<file path="src/rtl/txpoll_pkg.sv">
package txpoll_pkg;

   // Which condition wins the issue decision in a given cycle
   typedef enum logic [1:0] {
      SRC_NONE   = 2'd0,
      SRC_TIMER  = 2'd1,
      SRC_DEMAND = 2'd2
   } poll_src_e;

endpackage

</file>
<file path="src/rtl/txpoll_cfg.sv">
module txpoll_cfg #(
   parameter int unsigned CNT_W        = 16,
   parameter int unsigned RST_INTERVAL = 1000
) (
   input  logic             clk,
   input  logic             rst_n,
   input  logic             soft_rst,
   input  logic             cfg_wr,
   input  logic             cfg_poll_dis,
   input  logic [CNT_W-1:0] cfg_interval,
   output logic             poll_dis,
   output logic [CNT_W-1:0] interval
);

   localparam logic [CNT_W-1:0] INTERVAL_RST = CNT_W'(RST_INTERVAL);

   logic             dis_q;
   logic [CNT_W-1:0] ivl_q;

   always_ff @(posedge clk or negedge rst_n) begin
      if (!rst_n) begin
         dis_q <= 1'b0;
         ivl_q <= INTERVAL_RST;
      end else if (soft_rst) begin
         dis_q <= 1'b0;
         ivl_q <= INTERVAL_RST;
      end else if (cfg_wr) begin
         dis_q <= cfg_poll_dis;
         ivl_q <= cfg_interval;
      end
   end

   assign poll_dis = dis_q;
   assign interval = ivl_q;

   // a write lands both fields at the next edge
   a_r10_cfg_load: assert property (@(posedge clk) disable iff (!rst_n || soft_rst)
      cfg_wr |=> (poll_dis == $past(cfg_poll_dis)) && (interval == $past(cfg_interval)));

   // without a write the configuration holds
   a_r10_cfg_hold: assert property (@(posedge clk) disable iff (!rst_n || soft_rst)
      !cfg_wr |=> $stable(poll_dis) && $stable(interval));

endmodule

</file>
<file path="src/rtl/txpoll_timer.sv">
module txpoll_timer #(
   parameter int unsigned CNT_W      = 16,
   parameter int unsigned PRESCALE_W = 0
) (
   input  logic             clk,
   input  logic             rst_n,
   input  logic             soft_rst,
   input  logic             reload,
   input  logic [CNT_W-1:0] interval_i,
   output logic             expired
);

   localparam logic [CNT_W-1:0] CNT_ONE  = CNT_W'(1);
   localparam logic [CNT_W-1:0] CNT_ZERO = '0;

   logic             tick;
   logic [CNT_W-1:0] cnt_q;

   // Tick source: every clock, or once per 2**PRESCALE_W clocks
   generate
      if (PRESCALE_W == 0) begin : g_tick_direct
         assign tick = 1'b1;
      end else begin : g_tick_prescale
         logic [PRESCALE_W-1:0] pre_q;
         always_ff @(posedge clk or negedge rst_n) begin
            if (!rst_n)        pre_q <= '0;
            else if (soft_rst) pre_q <= '0;
            else               pre_q <= pre_q + 1'b1;
         end
         assign tick = &pre_q;
      end
   endgenerate

   always_ff @(posedge clk or negedge rst_n) begin
      if (!rst_n)                       cnt_q <= CNT_ZERO;
      else if (soft_rst)                cnt_q <= CNT_ZERO;
      else if (reload)                  cnt_q <= interval_i;
      else if (tick && cnt_q != CNT_ZERO) cnt_q <= cnt_q - CNT_ONE;
   end

   assign expired = (cnt_q == CNT_ZERO);

   // every issued poll loads the programmed interval
   a_r7_reload: assert property (@(posedge clk) disable iff (!rst_n || soft_rst)
      reload |=> cnt_q == $past(interval_i));

   // between reloads the count steps down by one per tick
   a_r1_countdown: assert property (@(posedge clk) disable iff (!rst_n || soft_rst)
      (!reload && tick && cnt_q != CNT_ZERO) |=> cnt_q == $past(cnt_q) - CNT_ONE);

   // once expired and not reloaded, the timer rests at zero
   a_r1_rest: assert property (@(posedge clk) disable iff (!rst_n || soft_rst)
      (!reload && expired) |=> expired);

endmodule

</file>
<file path="src/rtl/txpoll_arb.sv">
module txpoll_arb
   import txpoll_pkg::*;
(
   input  logic clk,
   input  logic rst_n,
   input  logic soft_rst,
   input  logic stop,
   input  logic demand,
   input  logic tx_on,
   input  logic poll_dis,
   input  logic expired,
   input  logic poll_ack,
   output logic poll_req,
   output logic busy,
   output logic reload
);

   logic      dmd_q;
   logic      busy_q;
   logic      req_q;
   logic      accept;
   logic      issue;
   poll_src_e src;

   // Demand outranks the timer; both need the transmitter on and no poll outstanding
   always_comb begin
      src = SRC_NONE;
      if (tx_on && !busy_q) begin
         if (dmd_q || demand)           src = SRC_DEMAND;
         else if (expired && !poll_dis) src = SRC_TIMER;
      end
   end

   assign issue  = (src != SRC_NONE);
   assign accept = busy_q && poll_ack;

   always_ff @(posedge clk or negedge rst_n) begin
      if (!rst_n) begin
         dmd_q  <= 1'b0;
         busy_q <= 1'b0;
         req_q  <= 1'b0;
      end else if (soft_rst) begin
         dmd_q  <= 1'b0;
         busy_q <= 1'b0;
         req_q  <= 1'b0;
      end else begin
         req_q <= issue;
         if (issue)       busy_q <= 1'b1;
         else if (accept) busy_q <= 1'b0;
         // acceptance clears the demand and absorbs any merged strobe
         if (accept)                   dmd_q <= 1'b0;
         else if (stop && !issue)      dmd_q <= 1'b0;
         else if (demand)              dmd_q <= 1'b1;
      end
   end

   assign poll_req = req_q;
   assign busy     = busy_q;
   assign reload   = issue;

   // a request lasts one cycle
   a_r5_single_pulse: assert property (@(posedge clk) disable iff (!rst_n || soft_rst)
      poll_req |=> !poll_req);

   // busy rises with the request
   a_r5_busy_with_req: assert property (@(posedge clk) disable iff (!rst_n || soft_rst)
      poll_req |-> busy);

   // busy holds until acknowledged
   a_r5_busy_hold: assert property (@(posedge clk) disable iff (!rst_n || soft_rst)
      (busy && !poll_ack) |=> busy);

   // no request unless the transmitter was on
   a_r4_txon_gate: assert property (@(posedge clk) disable iff (!rst_n || soft_rst)
      poll_req |-> $past(tx_on));

   // an eligible demand is served in the next cycle
   a_r3_demand_next: assert property (@(posedge clk) disable iff (!rst_n || soft_rst)
      (demand && tx_on && !busy) |=> poll_req);

   // with polling disabled only a demand can start a request
   a_r2_no_periodic: assert property (@(posedge clk) disable iff (!rst_n || soft_rst)
      (poll_req && $past(poll_dis)) |-> $past(dmd_q || demand));

endmodule

</file>
<file path="src/rtl/txpoll_sched.sv">
module txpoll_sched #(
   parameter int unsigned CNT_W        = 16,
   parameter int unsigned RST_INTERVAL = 1000,
   parameter int unsigned PRESCALE_W   = 0
) (
   input  logic             clk,
   input  logic             rst_n,
   input  logic             soft_rst,
   input  logic             stop,
   input  logic             cfg_wr,
   input  logic             cfg_poll_dis,
   input  logic [CNT_W-1:0] cfg_interval,
   input  logic             tx_demand,
   input  logic             tx_on,
   input  logic             poll_ack,
   output logic             poll_req,
   output logic             poll_busy
);

   localparam longint unsigned CNT_MAX = (64'd1 << CNT_W) - 64'd1;

   generate
      if (CNT_W < 2 || CNT_W > 32) begin : g_bad_width
         $error("txpoll_sched: CNT_W must lie in 2..32");
      end
      if (longint'(RST_INTERVAL) > CNT_MAX) begin : g_bad_interval
         $error("txpoll_sched: RST_INTERVAL does not fit CNT_W bits");
      end
      if (PRESCALE_W > 16) begin : g_bad_prescale
         $error("txpoll_sched: PRESCALE_W must not exceed 16");
      end
   endgenerate

   logic             poll_dis;
   logic [CNT_W-1:0] interval;
   logic             expired;
   logic             reload;

   txpoll_cfg #(
      .CNT_W        (CNT_W),
      .RST_INTERVAL (RST_INTERVAL)
   ) u_cfg (
      .clk          (clk),
      .rst_n        (rst_n),
      .soft_rst     (soft_rst),
      .cfg_wr       (cfg_wr),
      .cfg_poll_dis (cfg_poll_dis),
      .cfg_interval (cfg_interval),
      .poll_dis     (poll_dis),
      .interval     (interval)
   );

   txpoll_timer #(
      .CNT_W      (CNT_W),
      .PRESCALE_W (PRESCALE_W)
   ) u_timer (
      .clk        (clk),
      .rst_n      (rst_n),
      .soft_rst   (soft_rst),
      .reload     (reload),
      .interval_i (interval),
      .expired    (expired)
   );

   txpoll_arb u_arb (
      .clk      (clk),
      .rst_n    (rst_n),
      .soft_rst (soft_rst),
      .stop     (stop),
      .demand   (tx_demand),
      .tx_on    (tx_on),
      .poll_dis (poll_dis),
      .expired  (expired),
      .poll_ack (poll_ack),
      .poll_req (poll_req),
      .busy     (poll_busy),
      .reload   (reload)
   );

   // stop on its own leaves the disable bit in place
   a_r9_stop_keeps_cfg: assert property (@(posedge clk) disable iff (!rst_n || soft_rst)
      (stop && !cfg_wr) |=> $stable(poll_dis) && $stable(interval));

endmodule

</file>
<file path="config.mk">
export PLATFORM = sky130hd
export DESIGN_NAME = txpoll_sched
export DESIGN_NICKNAME = d
export VERILOG_FILES = /design/src/rtl/txpoll_pkg.sv /design/src/rtl/txpoll_cfg.sv /design/src/rtl/txpoll_timer.sv /design/src/rtl/txpoll_arb.sv /design/src/rtl/txpoll_sched.sv
export SDC_FILE = /design/constraint.sdc
export NUM_CORES = 1
export LEC_CHECK = 0
export CORE_MARGIN = 5
export CORE_UTILIZATION = 58
export DETAILED_ROUTE_END_ITERATION = 10
export PLACE_DENSITY = 0.84
export SKIP_LAST_GASP = 1
export SLEW_MARGIN = 20
export SYNTH_ARGS = -nofsm -noshare
export SYNTH_HDL_FRONTEND = slang
export SYNTH_HIERARCHICAL = 1
export SYNTH_SLANG_ARGS = --single-unit
</file>
<file path="constraint.sdc">
create_clock -name clk -period 5.1 [get_ports clk]
set_clock_uncertainty 0.2 [all_clocks]
set_input_delay 1.02 -clock clk [delete_from_list [all_inputs] [get_ports clk]]
set_output_delay 1.02 -clock clk [all_outputs]
set_load 0.1 [all_outputs]
</file>
Yosys cells after proc, flatten, opt, wreduce, memory -nomap -nowiden --
Cells that the tools add are included. Widths: inputs -> output; s select.
Storage, ports and cells: ROM bits 0, input bits 25, memories 0, bits in registers 36, bits in latches 0, RAM bits 0, logic and storage cells 40
Cells by class: div/mod/pow operators 0, $mul 0, multiplexer cells 18, $add $sub $neg 1, order comparisons 0, bitwise logic cells 0, shift-type cells 0, equality and inequality tests 0, reductions and logical operators 15
Operator list (number):
- $mux 16 | 5
- $logic_not 16->1 | 1
- $reduce_bool 16->1 | 1
- $sub 16x1->16 const B | 1
- $mux 1 | 11
- $reduce_bool 3->1 | 2
- $logic_and 1x1->1 | 4
- $mux 2 | 2
- $reduce_bool 2->1 | 2
- $reduce_bool 4->1 | 1
- $logic_not 1->1 | 3
- $logic_or 1x1->1 | 1

Logic depth before layout (Yosys ltp) --
depth after elaboration 11, depth in mapped cells 12, mapped depth without buffers 10

Modules after synthesis --
The synthesis kept the hierarchy.
By module, submodules not included:
- txpoll_timer | instances 1, area an instance 984.7 µm², cells each 108
- txpoll_cfg | instances 1, area an instance 719.4 µm², cells each 55
- txpoll_arb | instances 1, area an instance 162.7 µm², cells each 14

Worst setup path before layout --
No wires, ideal clock.
path kind reg-to-reg, start point reg u_timer.cnt_q[0], end point reg u_timer.cnt_q[4], setup slack 2609 ps, stages on the path, launching flop included 13, arrival time 2172 ps, setup time 119 ps, clock period less this slack 2491 ps, cell sequence dfrtp_1 -> inv_1 -> ha_1 -> nor4b_1 -> and4_1 -> buf_2 -> nor2b_4 -> o311ai_4 -> inv_1 -> inv_1 -> clkbuf_1 -> mux2i_1 -> nor2_1
On the way: cells in the longest elaborated chain, start to end 8, elaborated cells on any way between the ends 12, those cells by class add/sub (1); mux (6); reduce/logical (5)
Ends and longest elaborated chain:
- from (decl) | line txpoll_timer.sv:17 | logic [CNT_W-1:0] cnt_q;
- from (signal assigned) | line txpoll_timer.sv:37 | else if (reload) cnt_q <= interval_i;
- from (signal assigned) | line txpoll_timer.sv:38 | else if (tick && cnt_q != CNT_ZERO) cnt_q <= cnt_q - CNT_ONE;
- $logic_not 16->1 (*) | line txpoll_timer.sv:41 | assign expired = (cnt_q == CNT_ZERO);
- net expired | line txpoll_sched.sv:36 | logic expired;
- $logic_and 1x1->1 (*) | line txpoll_arb.sv:30 | else if (expired && !poll_dis) src = SRC_TIMER;
- $mux 1 (*) | line txpoll_arb.sv:30
- $mux 2 (*) | line txpoll_arb.sv:29 | if (dmd_q || demand) src = SRC_DEMAND;
- $mux 2 (*) | line txpoll_arb.sv:28 | if (tx_on && !busy_q) begin
- $reduce_bool 2->1 (*) | line txpoll_arb.sv:34 | assign issue = (src != SRC_NONE);
- net reload | line txpoll_sched.sv:37 | logic reload;
- $mux 16 | line txpoll_timer.sv:37
- $mux 16 | line txpoll_timer.sv:36 | else if (soft_rst) cnt_q <= CNT_ZERO;
The timed path passes the listed nets; every way through them passes the cells marked *. The select of a mux whose other input is x is not followed. A chain may end at the register's enable or synchronous reset.

Worst setup path in the final report --
start point reg u_timer.cnt_q[0], end point reg u_timer.cnt_q[10]
The elaborated chain is that of the path after synthesis.

==> flow_metrics.py <==
metrics = {
    "clock_network": {
        "numCtsBuffers": 5,
        "clock_latency_ns": 0.35,
        "ctsHoldBuffers": 0,
        "cts.path.max_buffers": 2,
        "post_cts_resized": 0,
        "cts_num_sinks": 36,
        "cts_tree": "built",
        "htree_levels": 2,
        "cts-root-buf": "clkbuf_4",
        "path_clk_slew_ns": 0.11,
        "cts_setup_buffers": 0,
    },
    "global_routing": {
        "track_usage_pct": 20.6,
        "grt_max_degree": 37,
        "overflow": 0,
        "antenna_found_initial": 0,
        "grt_pass1_vias": 1383,
        "grt_pass1_wl_mm": 6.78,
    },
    "job": {
        "drv_cap": 0,
    },
    "critical_path": {
        "rr_startpoint": "u_timer/cnt_q[0]",
        "cp-end-kind": "flop",
        "path_delay_family": "simple AND/OR/NAND/NOR gates",
        "cpPeakStageDelay_ns": 0.45,
        "crit_path_start": "u_timer/cnt_q[0]",
        "reg2reg_to": "u_timer/cnt_q[10]",
        "required_ns": 5.14,
        "cp.buffers_inverters": 3,
        "crit_top_cell": "inv_1",
        "r2r_slack_ns": 1.81,
        "crit_fanout": 21,
        "rr_worst_depth": 10,
        "critical-path-slowest-cell": "dfrtp_1",
        "arrival_ns": 3.33,
        "cp-start-kind": "flop",
        "critPathKind": "reg2reg",
        "cp-endpoint": "u_timer/cnt_q[10]",
        "path_depth": 10,
        "path_cells": "inv_1 -> ha_1 -> nor4b_1 -> and4_1 -> nor2b_4 -> o311ai_4 -> inv_1 -> inv_1 -> a21o_2 -> a211oi_1",
    },
    "logic_synthesis": {
        "synthCells": 177,
        "synth-seq-cells": 36,
        "ys_top_cells_by_area": "dfrtp_1, dfstp_2, mux2i_1",
        "synthDominantCellAreaShare_pct": 40.2,
        "synth_largest_area_cell": "dfrtp_1",
        "synth_edf_count": 0,
        "synth_nets": 203,
        "netlist_area_sq_mm": 0.00187,
        "synth-main-ff-cell": "dfrtp_1",
        "synth_cell_types": 40,
        "yosys-top-cells-count": "dfrtp_1, nor2_1, nand2_1",
        "async_flop_share_pct": 100,
        "yosys_warnings": 6,
        "syn_area_per_cell_sq_um": 10.5,
        "synth.most_common_cell": "dfrtp_1",
        "yosysSeqAreaShare_pct": 48.7,
    },
    "sta": {
        "hold_viol": 0,
        "max-slew-margin-rel_pct": 35.2,
        "slew_viol_final": 0,
        "setup_viol": 0,
        "min_period_over_period_pct": 64.6,
        "period_needed_ns": 3.29,
        "max_clock_freq_mhz": 304,
        "tightest_slew_ns": 0.969,
        "setup_tns_ns": 0,
        "rsz0062_at_grt": "false",
        "setup_ws_ns": 1.81,
    },
    "drt": {
        "post-route-drc-count": 0,
        "maxUsedRoutingLayer": "met4",
        "via_per_inst": 5.54,
        "wl_met3_um": 184,
        "routedWlPerCell_um": 16.0,
        "wirelength_mm": 3.96,
        "num_vias": 1369,
        "wl_met2_mm": 2.04,
        "drt_iter0_drc": 76,
        "met1Wirelength_mm": 1.69,
        "drt_pre_antenna_iters": 4,
        "drtAntennaViolNets": 0,
    },
    "placed_design": {
        "post-place-ws_ns": 1.68,
        "hpwl_mm": 2.94,
        "gp_congestion": 0.807,
        "placed_area_sq_mm": 0.00213,
        "dp_cells": 239,
        "io_buffers": 26,
    },
    "die": {
        "die-area_sq_mm": 0.00445,
        "initial_core_util_pct": 60.7,
        "core_area_sq_mm": 0.00308,
        "dieHeight_um": 66.7,
        "die-width_um": 66.7,
        "num_io_pins": 27,
        "num_rows": 20,
    },
    "power_and_ir_drop": {
        "power_density_mw_per_mm2": 470,
        "peakVddDrop_v": 0.000277,
        "p_leak_nw": 0.981,
    },
    "finish": {
        "diodes": 0,
        "instances_no_fill": 247,
        "fin_area_sq_mm": 0.00221,
        "drive_gt1_share_pct": 13.8,
        "nets": 228,
        "area_growth_pct": 18.2,
    },
    "outcome": {
        "outcome": "finished, final reports clean",
    },
    "hold_path": {
        "worstHoldPathType": "reg2reg",
    },
}
-- power by group --
group | internal (mW) | leakage (nW) | switching, mW
clock | 0.102 | 0.0412 | 0.0963
combinational | 0.195 | 0.480 | 0.215
sequential | 0.346 | 0.460 | 0.0820
total | 0.643 | 0.981 | 0.394
-- through the flow --
stage / total power, mW / hold WS [ns] / utilization [%]
5_1_grt: 1.11 / 0.388 / 71.7
6_report: 1.04 / 0.347 / 71.7
4_1_cts: 1.04 / 0.347 / 71.7
3_3_place_gp: 0.813 / 0.313 / 69.1
2_1_floorplan: 0.735 / 0.284 / -
3_5_place_dp: 0.833 / 0.320 / 69.1
-- final cells by class --
| type | instances | area [sq um] |
|---|---|---|
| clock inverter | 3 | 42.5 |
| inverter | 6 | 22.5 |
| sequential | 36 | 908 |
| timing repair buffer | 27 | 268 |
| multi-input combinational | 126 | 872 |
| tap | 44 | 55.1 |
| clock buffer | 5 | 37.5 |
| fill | 232 | 872 |
-- worst min path at each step --
| stage | from | to | slack [ns] | depth (start not counted) |
|---|---|---|---|---|
| 3_5_place_dp | u_cfg/interval[0] | u_cfg/interval[0] | 0.32 | 2 |
| 5_1_grt | u_cfg/interval[5] | u_timer/cnt_q[5] | 0.39 | 2 |
| 6_report | u_cfg/interval[6] | u_timer/cnt_q[6] | 0.35 | 2 |
| 3_3_place_gp | u_cfg/interval[15] | u_cfg/interval[15] | 0.31 | 2 |
| 4_1_cts | u_cfg/interval[6] | u_timer/cnt_q[6] | 0.35 | 2 |
| 2_1_floorplan | u_cfg/interval[2] | u_timer/cnt_q[2] | 0.28 | 2 |
-- sequential cells by signal (all words and copies together) (netlist names) --
name,flops
u_cfg/interval,16
u_cfg/poll_dis,1
u_arb/busy,1
u_arb/dmd_q,1
u_timer/cnt_q,16
u_arb/poll_req,1
-- routing by layer --
| metal | vias to the layer above | global-route usage [%] |
|---|---|---|
| li1 | 657 | - |
| met4 | 0 | 4.82 |
| met3 | 5 | 5.40 |
| met1 | 674 | 26.0 |
| met2 | 33 | 35.3 |
| met5 | - | 0 |
-- cell usage in the layout (no fill, tap or decap), drive strengths merged, types with 2 or more instances in the layout --
cell	count
dfrtp	30
nor2	27
clkdlybuf4s50	26
nand2	17
mux2i	13
a21oi	11
xnor2	10
inv	6
a211o	6
dfstp	6
nor3	6
a211oi	6
clkbuf	5
and2b	4
xor2	4
nor2b	4
nor4	3
or4	2
-- worst register-to-register path: cells and delay by family, from the launching register on --
family,cells,cell delay (ns)
buffers and inverters,3,0.71
and+or+nand+nor,3,0.81
adders and majority gates,1,0.26
DFF,1,0.45
AOI/OAI and AO/OA,3,0.77
-- logic make-up (layout without fill, tap and decap cells) --
kind of cell               after synthesis  count (layout)  synth area share, %
muxes                                   13              13                 6.97
adders and majority gates                1               1                0.670
AOI/OAI and AO/OA                       28              28                 12.2
buffers and inverters                   15              41                 4.62
and+or+nand+nor                         70              70                 20.3
DFF                                     36              36                 48.7
xor gates and xnor gates                14              14                 6.57
(Power assumes the default switching activity.)
